===== src/rtl/hp_evt_pkg.sv =====
package hp_evt_pkg;
  localparam int WORD_W = 32;
  localparam int GPE_W  = 16;
  localparam int LANE_W = 8;

  typedef enum logic [1:0] {
    WIN_UP    = 2'd0,
    WIN_DOWN  = 2'd1,
    WIN_EJECT = 2'd2,
    WIN_NONE  = 2'd3
  } win_t;

  // Index of the lowest set bit; zero when the mask is empty.
  function automatic logic [4:0] first_one(input logic [WORD_W-1:0] m);
    logic [4:0] r;
    r = 5'd0;
    for (int i = WORD_W - 1; i >= 0; i--) begin
      if (m[i]) r = i[4:0];
    end
    return r;
  endfunction

  // Clear the bits written as one in the selected byte lane.
  function automatic logic [GPE_W-1:0] lane_clear(input logic [GPE_W-1:0] cur,
                                                  input logic hi,
                                                  input logic [LANE_W-1:0] b);
    if (hi) return {cur[15:8] & ~b, cur[7:0]};
    return {cur[15:8], cur[7:0] & ~b};
  endfunction

  // Replace the selected byte lane.
  function automatic logic [GPE_W-1:0] lane_put(input logic [GPE_W-1:0] cur,
                                                input logic hi,
                                                input logic [LANE_W-1:0] b);
    if (hi) return {b, cur[7:0]};
    return {cur[15:8], b};
  endfunction

  function automatic logic [LANE_W-1:0] lane_get(input logic [GPE_W-1:0] cur,
                                                 input logic hi);
    return hi ? cur[15:8] : cur[7:0];
  endfunction
endpackage


===== src/rtl/hp_gpe_regs.sv =====
module hp_gpe_regs
  import hp_evt_pkg::*;
#(
  parameter int HP_BIT = 1
) (
  input  logic              clk,
  input  logic              rst_n,
  input  logic              wr,
  input  logic [1:0]        addr,
  input  logic [LANE_W-1:0] wdata,
  input  logic              hp_set,
  output logic [GPE_W-1:0]  sts,
  output logic [GPE_W-1:0]  en,
  output logic [LANE_W-1:0] rdata
);
  logic [GPE_W-1:0] sts_n, en_n;

  always_comb begin
    sts_n = sts;
    en_n  = en;
    if (wr && !addr[1]) sts_n = lane_clear(sts, addr[0], wdata);
    if (wr &&  addr[1]) en_n  = lane_put(en, addr[0], wdata);
    if (hp_set) sts_n[HP_BIT] = 1'b1;   // event wins over a same-cycle clear
  end

  always_ff @(posedge clk or negedge rst_n) begin
    if (!rst_n) begin
      sts <= '0;
      en  <= '0;
    end else begin
      sts <= sts_n;
      en  <= en_n;
    end
  end

  assign rdata = addr[1] ? lane_get(en, addr[0]) : lane_get(sts, addr[0]);
endmodule


===== src/rtl/hp_slot_maps.sv =====
module hp_slot_maps
  import hp_evt_pkg::*;
#(
  parameter int NUM_SLOTS = 32,
  localparam int SLOT_W = $clog2(NUM_SLOTS)
) (
  input  logic                 clk,
  input  logic                 rst_n,
  input  logic                 wr,
  input  win_t                 sel,
  input  logic [NUM_SLOTS-1:0] wdata,
  input  logic                 hp_fire,
  input  logic                 hp_remove,
  input  logic [SLOT_W-1:0]    hp_slot,
  output logic [NUM_SLOTS-1:0] up_map,
  output logic [NUM_SLOTS-1:0] down_map
);
  logic [NUM_SLOTS-1:0] slot_bit;
  assign slot_bit = {{(NUM_SLOTS-1){1'b0}}, 1'b1} << hp_slot;

  always_ff @(posedge clk or negedge rst_n) begin
    if (!rst_n) begin
      up_map   <= '0;
      down_map <= '0;
    end else if (hp_fire) begin
      up_map   <= hp_remove ? '0 : slot_bit;
      down_map <= hp_remove ? slot_bit : '0;
    end else if (wr) begin
      if (sel == WIN_UP)   up_map   <= wdata;
      if (sel == WIN_DOWN) down_map <= wdata;
    end
  end
endmodule


===== src/rtl/hp_eject_decode.sv =====
module hp_eject_decode
  import hp_evt_pkg::*;
#(
  parameter int SLOT_W = 5
) (
  input  logic              clk,
  input  logic              rst_n,
  input  logic              wr_hit,
  input  logic [WORD_W-1:0] mask,
  output logic              strobe,
  output logic [SLOT_W-1:0] slot
);
  logic       nonzero;
  logic [4:0] idx;
  assign nonzero = |mask;
  assign idx     = first_one(mask);

  always_ff @(posedge clk or negedge rst_n) begin
    if (!rst_n) begin
      strobe <= 1'b0;
      slot   <= '0;
    end else begin
      strobe <= wr_hit && nonzero;
      if (wr_hit && nonzero) slot <= SLOT_W'(idx);
    end
  end
endmodule


===== src/rtl/hp_event_ctrl.sv =====
module hp_event_ctrl
  import hp_evt_pkg::*;
#(
  parameter int NUM_SLOTS = 32,
  parameter int HP_BIT    = 1,
  localparam int SLOT_W   = $clog2(NUM_SLOTS)
) (
  input  logic              clk,
  input  logic              rst_n,
  input  logic              gpe_wr,
  input  logic [1:0]        gpe_addr,
  input  logic [7:0]        gpe_wdata,
  output logic [7:0]        gpe_rdata,
  input  logic              reg_wr,
  input  logic [1:0]        reg_addr,
  input  logic [31:0]       reg_wdata,
  output logic [31:0]       reg_rdata,
  input  logic              hp_valid,
  input  logic              hp_remove,
  input  logic              hp_cold,
  input  logic [SLOT_W-1:0] hp_slot,
  output logic              gpe_irq,
  output logic              ej_strobe,
  output logic [SLOT_W-1:0] ej_slot
);
  // Named internal events, visible to the checker.
  logic                 hp_fire, map_wr_hit, ej_wr_hit, sts_hp, en_hp;
  logic [GPE_W-1:0]     sts, en;
  logic [NUM_SLOTS-1:0] up_map, down_map;
  win_t                 win;

  assign win        = win_t'(reg_addr);
  assign hp_fire    = hp_valid && !hp_cold;
  assign map_wr_hit = reg_wr && (win == WIN_UP || win == WIN_DOWN);
  assign ej_wr_hit  = reg_wr && (win == WIN_EJECT);

  hp_gpe_regs #(.HP_BIT(HP_BIT)) u_gpe (
    .clk(clk), .rst_n(rst_n), .wr(gpe_wr), .addr(gpe_addr), .wdata(gpe_wdata),
    .hp_set(hp_fire), .sts(sts), .en(en), .rdata(gpe_rdata)
  );

  hp_slot_maps #(.NUM_SLOTS(NUM_SLOTS)) u_maps (
    .clk(clk), .rst_n(rst_n), .wr(reg_wr), .sel(win),
    .wdata(reg_wdata[NUM_SLOTS-1:0]), .hp_fire(hp_fire),
    .hp_remove(hp_remove), .hp_slot(hp_slot),
    .up_map(up_map), .down_map(down_map)
  );

  hp_eject_decode #(.SLOT_W(SLOT_W)) u_eject (
    .clk(clk), .rst_n(rst_n), .wr_hit(ej_wr_hit), .mask(reg_wdata),
    .strobe(ej_strobe), .slot(ej_slot)
  );

  assign sts_hp  = sts[HP_BIT];
  assign en_hp   = en[HP_BIT];
  assign gpe_irq = sts_hp && en_hp;

  always_comb begin
    case (win)
      WIN_UP:   reg_rdata = WORD_W'(up_map);
      WIN_DOWN: reg_rdata = WORD_W'(down_map);
      default:  reg_rdata = '0;
    endcase
  end
endmodule


===== config.mk =====
export PLATFORM = sky130hd
export DESIGN_NAME = hp_event_ctrl
export DESIGN_NICKNAME = d
export VERILOG_FILES = /design/src/rtl/hp_evt_pkg.sv /design/src/rtl/hp_gpe_regs.sv /design/src/rtl/hp_slot_maps.sv /design/src/rtl/hp_eject_decode.sv /design/src/rtl/hp_event_ctrl.sv
export SDC_FILE = /design/constraint.sdc
export NUM_CORES = 1
export LEC_CHECK = 0
export BUFFER_PORTS_ARGS = -buffer_cell sky130_fd_sc_hd__buf_4
export CAP_MARGIN = 20
export CORE_AREA = 2 2 138 140
export CTS_CLUSTER_DIAMETER = 80
export DETAILED_ROUTE_END_ITERATION = 16
export DIE_AREA = 0 0 140 142
export MAX_ROUTING_LAYER = met4
export PLACE_DENSITY = 0.47
export REMOVE_ABC_BUFFERS = 1
export SYNTH_ARGS = -nofsm -noshare
export SYNTH_HDL_FRONTEND = slang
export SYNTH_SLANG_ARGS = --single-unit

===== constraint.sdc =====
create_clock -name clk -period 1.8 [get_ports clk]
set_input_delay 0.09 -clock clk [delete_from_list [all_inputs] [get_ports clk]]
set_output_delay 0.09 -clock clk [all_outputs]
set_load 0.01 [all_outputs]

==> flow_summary.toml, run 1 <==
[status]
status = "finished, violations left"
violations = "DRC"

[hold_path]
holdCritPathClass = "in -> reg"

[logic_synthesis]
yosys.area.top_type = "dfrtp_1"
ys.flop_type = "dfrtp_1"
synthMuxAreaShare_pct = 12.9
syn_area_per_cell_um2 = 9.66
synth_top_cell_area_share_pct = 47.3
synth-edff-count = 0
synth_top_family_by_area = "compound AO/OA/AOI/OAI gates"
synth_xor_area_share_pct = 0
synth_cell_type_count = 42
synth_area_um2 = 5400
synth_simple_gate_area_share_pct = 16.5
ys_warn_count = 0
ys_seq_area_share_pct = 47.3
ys_ff_latch = 102
synth_fa_ha_area_share_pct = 0
synth_cells = 559
synth_compound_area_share_pct = 20.4
ys_async_sr_fraction_pct = 100
synthTopCellsByArea = "dfrtp_1 47%, a22oi_1 8.9%, nor2_1 6.3%, mux2i_1 5.9%, a21oi_1 4.1%"

[power_and_ir_drop]
p_comb_share_pct = 21.5
leakage_uw = 0.00308
ir_drop_mv = 0.550
p_per_area_nw_per_um2 = 874
power_frac_seq_pct = 45.1
p_clk_share_pct = 33.4
sw_frac_of_total_pct = 28.9
power.switching_uw = 1760
intPower_uw = 4320

[worst_setup_path]
end_kind = "output pin"
critPathRequiredTime_ns = 1.71
start_kind = "flop"
path_class = "reg -> out"
arrival_ns = 1.37
cp_max_fo = 2

[grt]
gr-usage-all-layers_pct = 17.7
grt_max_degree = 65
grt_pass1_wl_um = 26700
antenna_found_initial = 0
grt-ovfl-total = 0
first_global_vias = 4920

[clocking]
clockBufferDepth = 2
cts_resized = 0
cts_tree = "yes"
cts-root-buf = "clkbuf_16"
cts_sinks = 102
ctsHtreeMaxLevel = 3
path_clk_slew_ns = 0.07
clock_latency_ns = 0.35
cts_setup_buffers = 0
cts_hold_buffers = 9
numCtsBuffers = 9

[floorplanning]
initial_utilization_pct = 29.3
core_area_um2 = 18500
fp.dieH_um = 142
fp.dieArea_um2 = 19900
top_level_ports = 103
floorplan.rows = 50
die_x_um = 140

[final_layout]
fillers = 1859
layout-drive-gt1-share_pct = 27.0
multi_input_area_um2 = 2700
final_cell_mix = "122 x buf_4, 102 x dfrtp_1, 89 x nor2_1"
final_common_cell = "buf_4"
final-seq-area_um2 = 2550
synthToLayoutAreaGrowth_pct = 28.7
nets = 727
diodes = 0

[timing]
period_share_pct = 81.3
rsz0062_at_grt = "no"
timing_hold_violations_final = 0
finalSetupViolations = 0
skew_ns = 0
max_freq_mhz = 683
slew_headroom_pct = 54.3
tightest_slew_ns = 0.684
holdWs_ns = 0.0273
setup_ws_ns = 0.337
fin_crit_ns = 1.46
drv_slew = 0

[run]
drv_cap = 0

[detailed_routing]
via_per_inst = 5.18
ant_nets = 0
remaining_drc_errors = 6
avgRoutedWirePerCell_um = 18.2
vias = 4710
drt-total-wl_um = 16500
drtIter0Drc = 184
first_pass_iters = 11

[place]
dp_slack_ns = 0.187
hpwl_um = 12200
io_buffers = 102
gp_congestion = 0.814
## kinds of logic after synthesis
| logic type | count (synthesis) |
|---|---|
| AND/OR/NAND/NOR | 187 |
| AO/OA/AOI/OAI | 173 |
| flip-flops | 102 |
| multiplexers | 57 |
| buffers and inverters | 40 |
## per-layer routing
layer	track usage, %	vias to the layer above	routed length, um
met5	-	-	0
met4	4.36	0	227
met3	3.60	21	778
met2	29.2	134	8020
met1	22.6	2295	7480
li1	-	2260	-
## power by group through the flow
stage	clock, uW	sequential [uW]	combinational [uW]
final	2030	2740	1300
after global routing	2190	2780	1450
after CTS	2070	2740	1330
after detailed placement	0	2790	1300
after global placement	0	2780	1290
after floorplan	0	2740	650
## worst max-delay path, stage by stage, from the launching register on
cell     delay (ns)
dfrtp_1        0.39
mux4_2         0.48
buf_4          0.16
## sequential cells by signal, indices dropped and copies added (netlist names)
signal and cells:
u_eject.strobe 1, u_maps.up_map 32, u_gpe.sts 16, u_maps.down_map 32, u_eject.slot 5, u_gpe.en 16
## layout make-up
cell class                      count  share of cell area (%)
Sequential cell                   102                    36.7
Clock buffer                       10                    3.44
Timing Repair Buffer              135                    15.6
Multi-Input combinational cell    417                    38.8
Inverter                            6                   0.324
Tap cell                          234                    4.21
Clock inverter                      5                   0.828
## metrics by stage
| stage | setup TNS (ns) | std cells | power (uW) | area (um^2) | utilization (%) |
|---|---|---|---|---|---|
| after floorplan | -68.26 | 525 | 3390 | 5260 | - |
| after global placement | 0 | 885 | 4060 | 6560 | 35.6 |
| after detailed placement | 0 | 885 | 4090 | 6560 | 35.6 |
| after CTS | 0 | 909 | 6140 | 6950 | 37.7 |
| after global routing | 0 | 909 | 6420 | 6950 | 37.7 |
| final | 0 | 909 | 6070 | 6950 | 37.7 |
## Yosys cell counts, drive strengths merged, types with 3 or more instances
| cell | count |
|---|---|
| nand3 | 3 |
| a22oi | 64 |
| nor2b | 4 |
| mux2 | 17 |
| nor3b | 4 |
| inv | 6 |
| buf | 12 |
| dfrtp | 102 |
| nor4 | 9 |
| nand4 | 3 |
| a21boi | 15 |
| nor2 | 90 |
| nor3 | 12 |
| nand2b | 7 |
| mux4 | 8 |
| o31ai | 4 |
| nand2 | 47 |
| o21ai | 38 |
| clkbuf | 22 |
| mux2i | 32 |
| a21oi | 44 |
## path summary, 6_finish.rpt
kind,cells after the start,endpoint,from,slack (ns)
max,2,gpe_rdata[0],u_gpe.sts[8]$_DFFE_PN0P_,0.34
min,2,u_eject.slot[0]$_DFFE_PN0P_,reg_wdata[0],0.03
max reg2reg,1,u_eject.slot[1]$_DFFE_PN0P_,u_eject.slot[1]$_DFFE_PN0P_,0.99
min reg2reg,2,u_maps.up_map[17]$_DFFE_PN0P_,u_maps.up_map[17]$_DFFE_PN0P_,0.48
max in group asynchronous,3,u_eject.slot[4]$_DFFE_PN0P_,rst_n,0.97
min in group asynchronous,2,u_gpe.en[2]$_DFFE_PN0P_,rst_n,0.26
Note: power is estimated with default switching activity, not from simulation.
==> inputs of run 2 (changes only) <==
==> constraint.sdc (replaced) <==
create_clock -name clk -period 1.4 [get_ports clk]
set_input_delay 0.07 -clock clk [delete_from_list [all_inputs] [get_ports clk]]
set_output_delay 0.07 -clock clk [all_outputs]
set_load 0.01 [all_outputs]
==> run 2 against run 1 <==
The flow finishes with violations (DRC, setup timing). Non-clock buffer count grew 54. Final cell count grew 6.1%. Clock power grew 27%. Highest routed layer unchanged. Via count grew 5.3%. Sequential power is 28% higher. Final area increased by 6.5%.
==> flow_summary.toml, run 2 (same netlist as run 1, synthesis figures left out) <==
[status]
status = "finished, violations left"
violations = "DRC, setup timing"

[final_layout]
final-seq-area_um2 = 2550
nets = 781
layout-drive-gt1-share_pct = 32.5
diodes = 0
layoutNonFillerInstCount = 964
reg_top3 = "u_maps.down_map x32, u_maps.up_map x32"
final_common_cell = "buf_4"
utilization_pct = 40.1
multi_input_area_um2 = 2700
synthToLayoutAreaGrowth_pct = 37.1
final_cell_mix = "167 x buf_4, 102 x dfrtp_1, 89 x nor2_1"
fillers = 1863

[power_and_ir_drop]
p_per_area_nw_per_um2 = 1070
leakage_uw = 0.00335
ir_drop_mv = 0.642

[grt]
gr-usage-all-layers_pct = 18.3
grt_max_degree = 103
first_global_vias = 5078
grt_util_met2_pct = 29.2
grt_pass1_wl_um = 27600
grt_util_met1_pct = 23.8
met3_usage_pct = 3.67
grt-ovfl-total = 0
antenna_found_initial = 0
grt_busiest_layer = "met2"

[worst_setup_path]
path_class = "reg -> out"
r2r_slack_ns = 0.40
start_kind = "flop"
cp_max_fo = 2
arrival_ns = 1.38
critPathRequiredTime_ns = 1.33
cp_slowest_stage_delay_ns = 0.50
r2r-end = "u_gpe.en[1]$_DFFE_PN0P_"
crit_chain = "mux4_2 > buf_6"
reg2reg_from = "u_gpe.en[1]$_DFFE_PN0P_"
end_kind = "output pin"
crit_start = "u_gpe.en[8]$_DFFE_PN0P_"
r2r_cells = 3
cp_slowest_cell = "mux4_2"
crit_end = "gpe_rdata[0]"

[detailed_routing]
drt-total-wl_um = 17200
avgRoutedWirePerCell_um = 17.8
remaining_drc_errors = 6
ant_nets = 0
drtIter0Drc = 235
first_pass_iters = 11
via_per_inst = 5.14
vias = 4958

[timing]
max_freq_mhz = 689
period_share_pct = 104
fin_crit_ns = 1.45
finalSetupViolations = 8
slew_headroom_pct = 62.5
holdWs_ns = 0.0613
setup_ws_ns = -0.0517
timing_hold_violations_final = 0
tightest_slew_ns = 0.563
skew_ns = 0
drv_slew = 0
rsz0062_at_grt = "yes"

[place]
io_buffers = 102
gp_congestion = 0.783
hpwl_um = 12800
place_inst = 936

[clocking]
ctsHtreeMaxLevel = 3
cts_sinks = 102
path_clk_slew_ns = 0.08
clockBufferDepth = 2
cts_tree = "yes"
clock_latency_ns = 0.36
cts-root-buf = "clkbuf_16"
numCtsBuffers = 9

[floorplanning]
core_area_um2 = 18500
fp.dieArea_um2 = 19900
die_x_um = 140
fp.dieH_um = 142
floorplan.rows = 50
initial_utilization_pct = 29.3
top_level_ports = 103

[run]
drv_cap = 0

[hold_path]
holdCritPathClass = "in -> reg"
==> run 2: changes by cell type in the layout (fill, tap and decap cells not counted), sizes merged <==
cell | previous run | this run
bufinv | 1 | 0
clkbuf | 10 | 9
clkinvlp | 0 | 1
clkinv | 2 | 4
buf | 126 | 180
==> run 2: worst min path at each step <==
| stage | from | slack (ns) | cells past startpoint | endpoint |
|---|---|---|---|---|
| CTS | reg_wdata[0] | 0.04 | 3 | u_eject.slot[0]$_DFFE_PN0P_ |
| global route | reg_wdata[0] | 0.04 | 3 | u_eject.slot[0]$_DFFE_PN0P_ |
| floorplan | rst_n | -0.23 | 0 | u_eject.slot[0]$_DFFE_PN0P_ |
| finish | reg_wdata[0] | 0.06 | 3 | u_eject.slot[0]$_DFFE_PN0P_ |
| detailed placement | rst_n | 0.18 | 2 | u_gpe.sts[2]$_DFFE_PN0P_ |
| global placement | rst_n | 0.19 | 2 | u_maps.down_map[3]$_DFFE_PN0P_ |
==> run 2: repair_timing <==
item,CTS,global route
resized for setup,8,1
hold endpoints to repair,134,0
cloned,0,0
setup endpoints to repair,8,8
hold buffers,9,0
buffers inserted,2,1
==> run 2: layout make-up <==
class / instances / area share (%)
Clock inverter: 7 / 1.15
Tap cell: 234 / 3.95
Multi-Input combinational cell: 417 / 36.5
Clock buffer: 9 / 3.04
Sequential cell: 102 / 34.5
Inverter: 6 / 0.304
Timing Repair Buffer: 189 / 20.6
==> run 2: power breakdown <==
part / internal (uW) / total (uW) / switching, uW
Combinational: 902 / 1830 / 927
Sequential: 3320 / 3520 / 200
Clock: 1280 / 2580 / 1300
==> run 2: through the flow <==
| step | area [um^2] | total power [uW] | setup slack, ns | TNS, ns |
|---|---|---|---|---|
| CTS | 7390 | 8030 | -0.0725 | -0.387 |
| finish | 7400 | 7930 | -0.0517 | -0.245 |
| global placement | 6950 | 5310 | -0.0856 | -0.0937 |
| global route | 7400 | 8380 | -0.110 | -0.663 |
| floorplan | 5260 | 4360 | -1.88 | -92.83 |
| detailed placement | 6950 | 5360 | -0.0817 | -0.146 |
==> run 2: per-layer routing <==
metal,vias up,part of all wire [%]
met3,27,4.4
met5,-,0
met1,2422,45
met4,0,2.3
li1,2370,-
met2,139,48
==> run 2: critical path: cells and delay by family (launching register included) <==
kind | cells | cell delay (ns)
muxes | 1 | 0.50
DFF | 1 | 0.38
buffers and inverters | 1 | 0.14
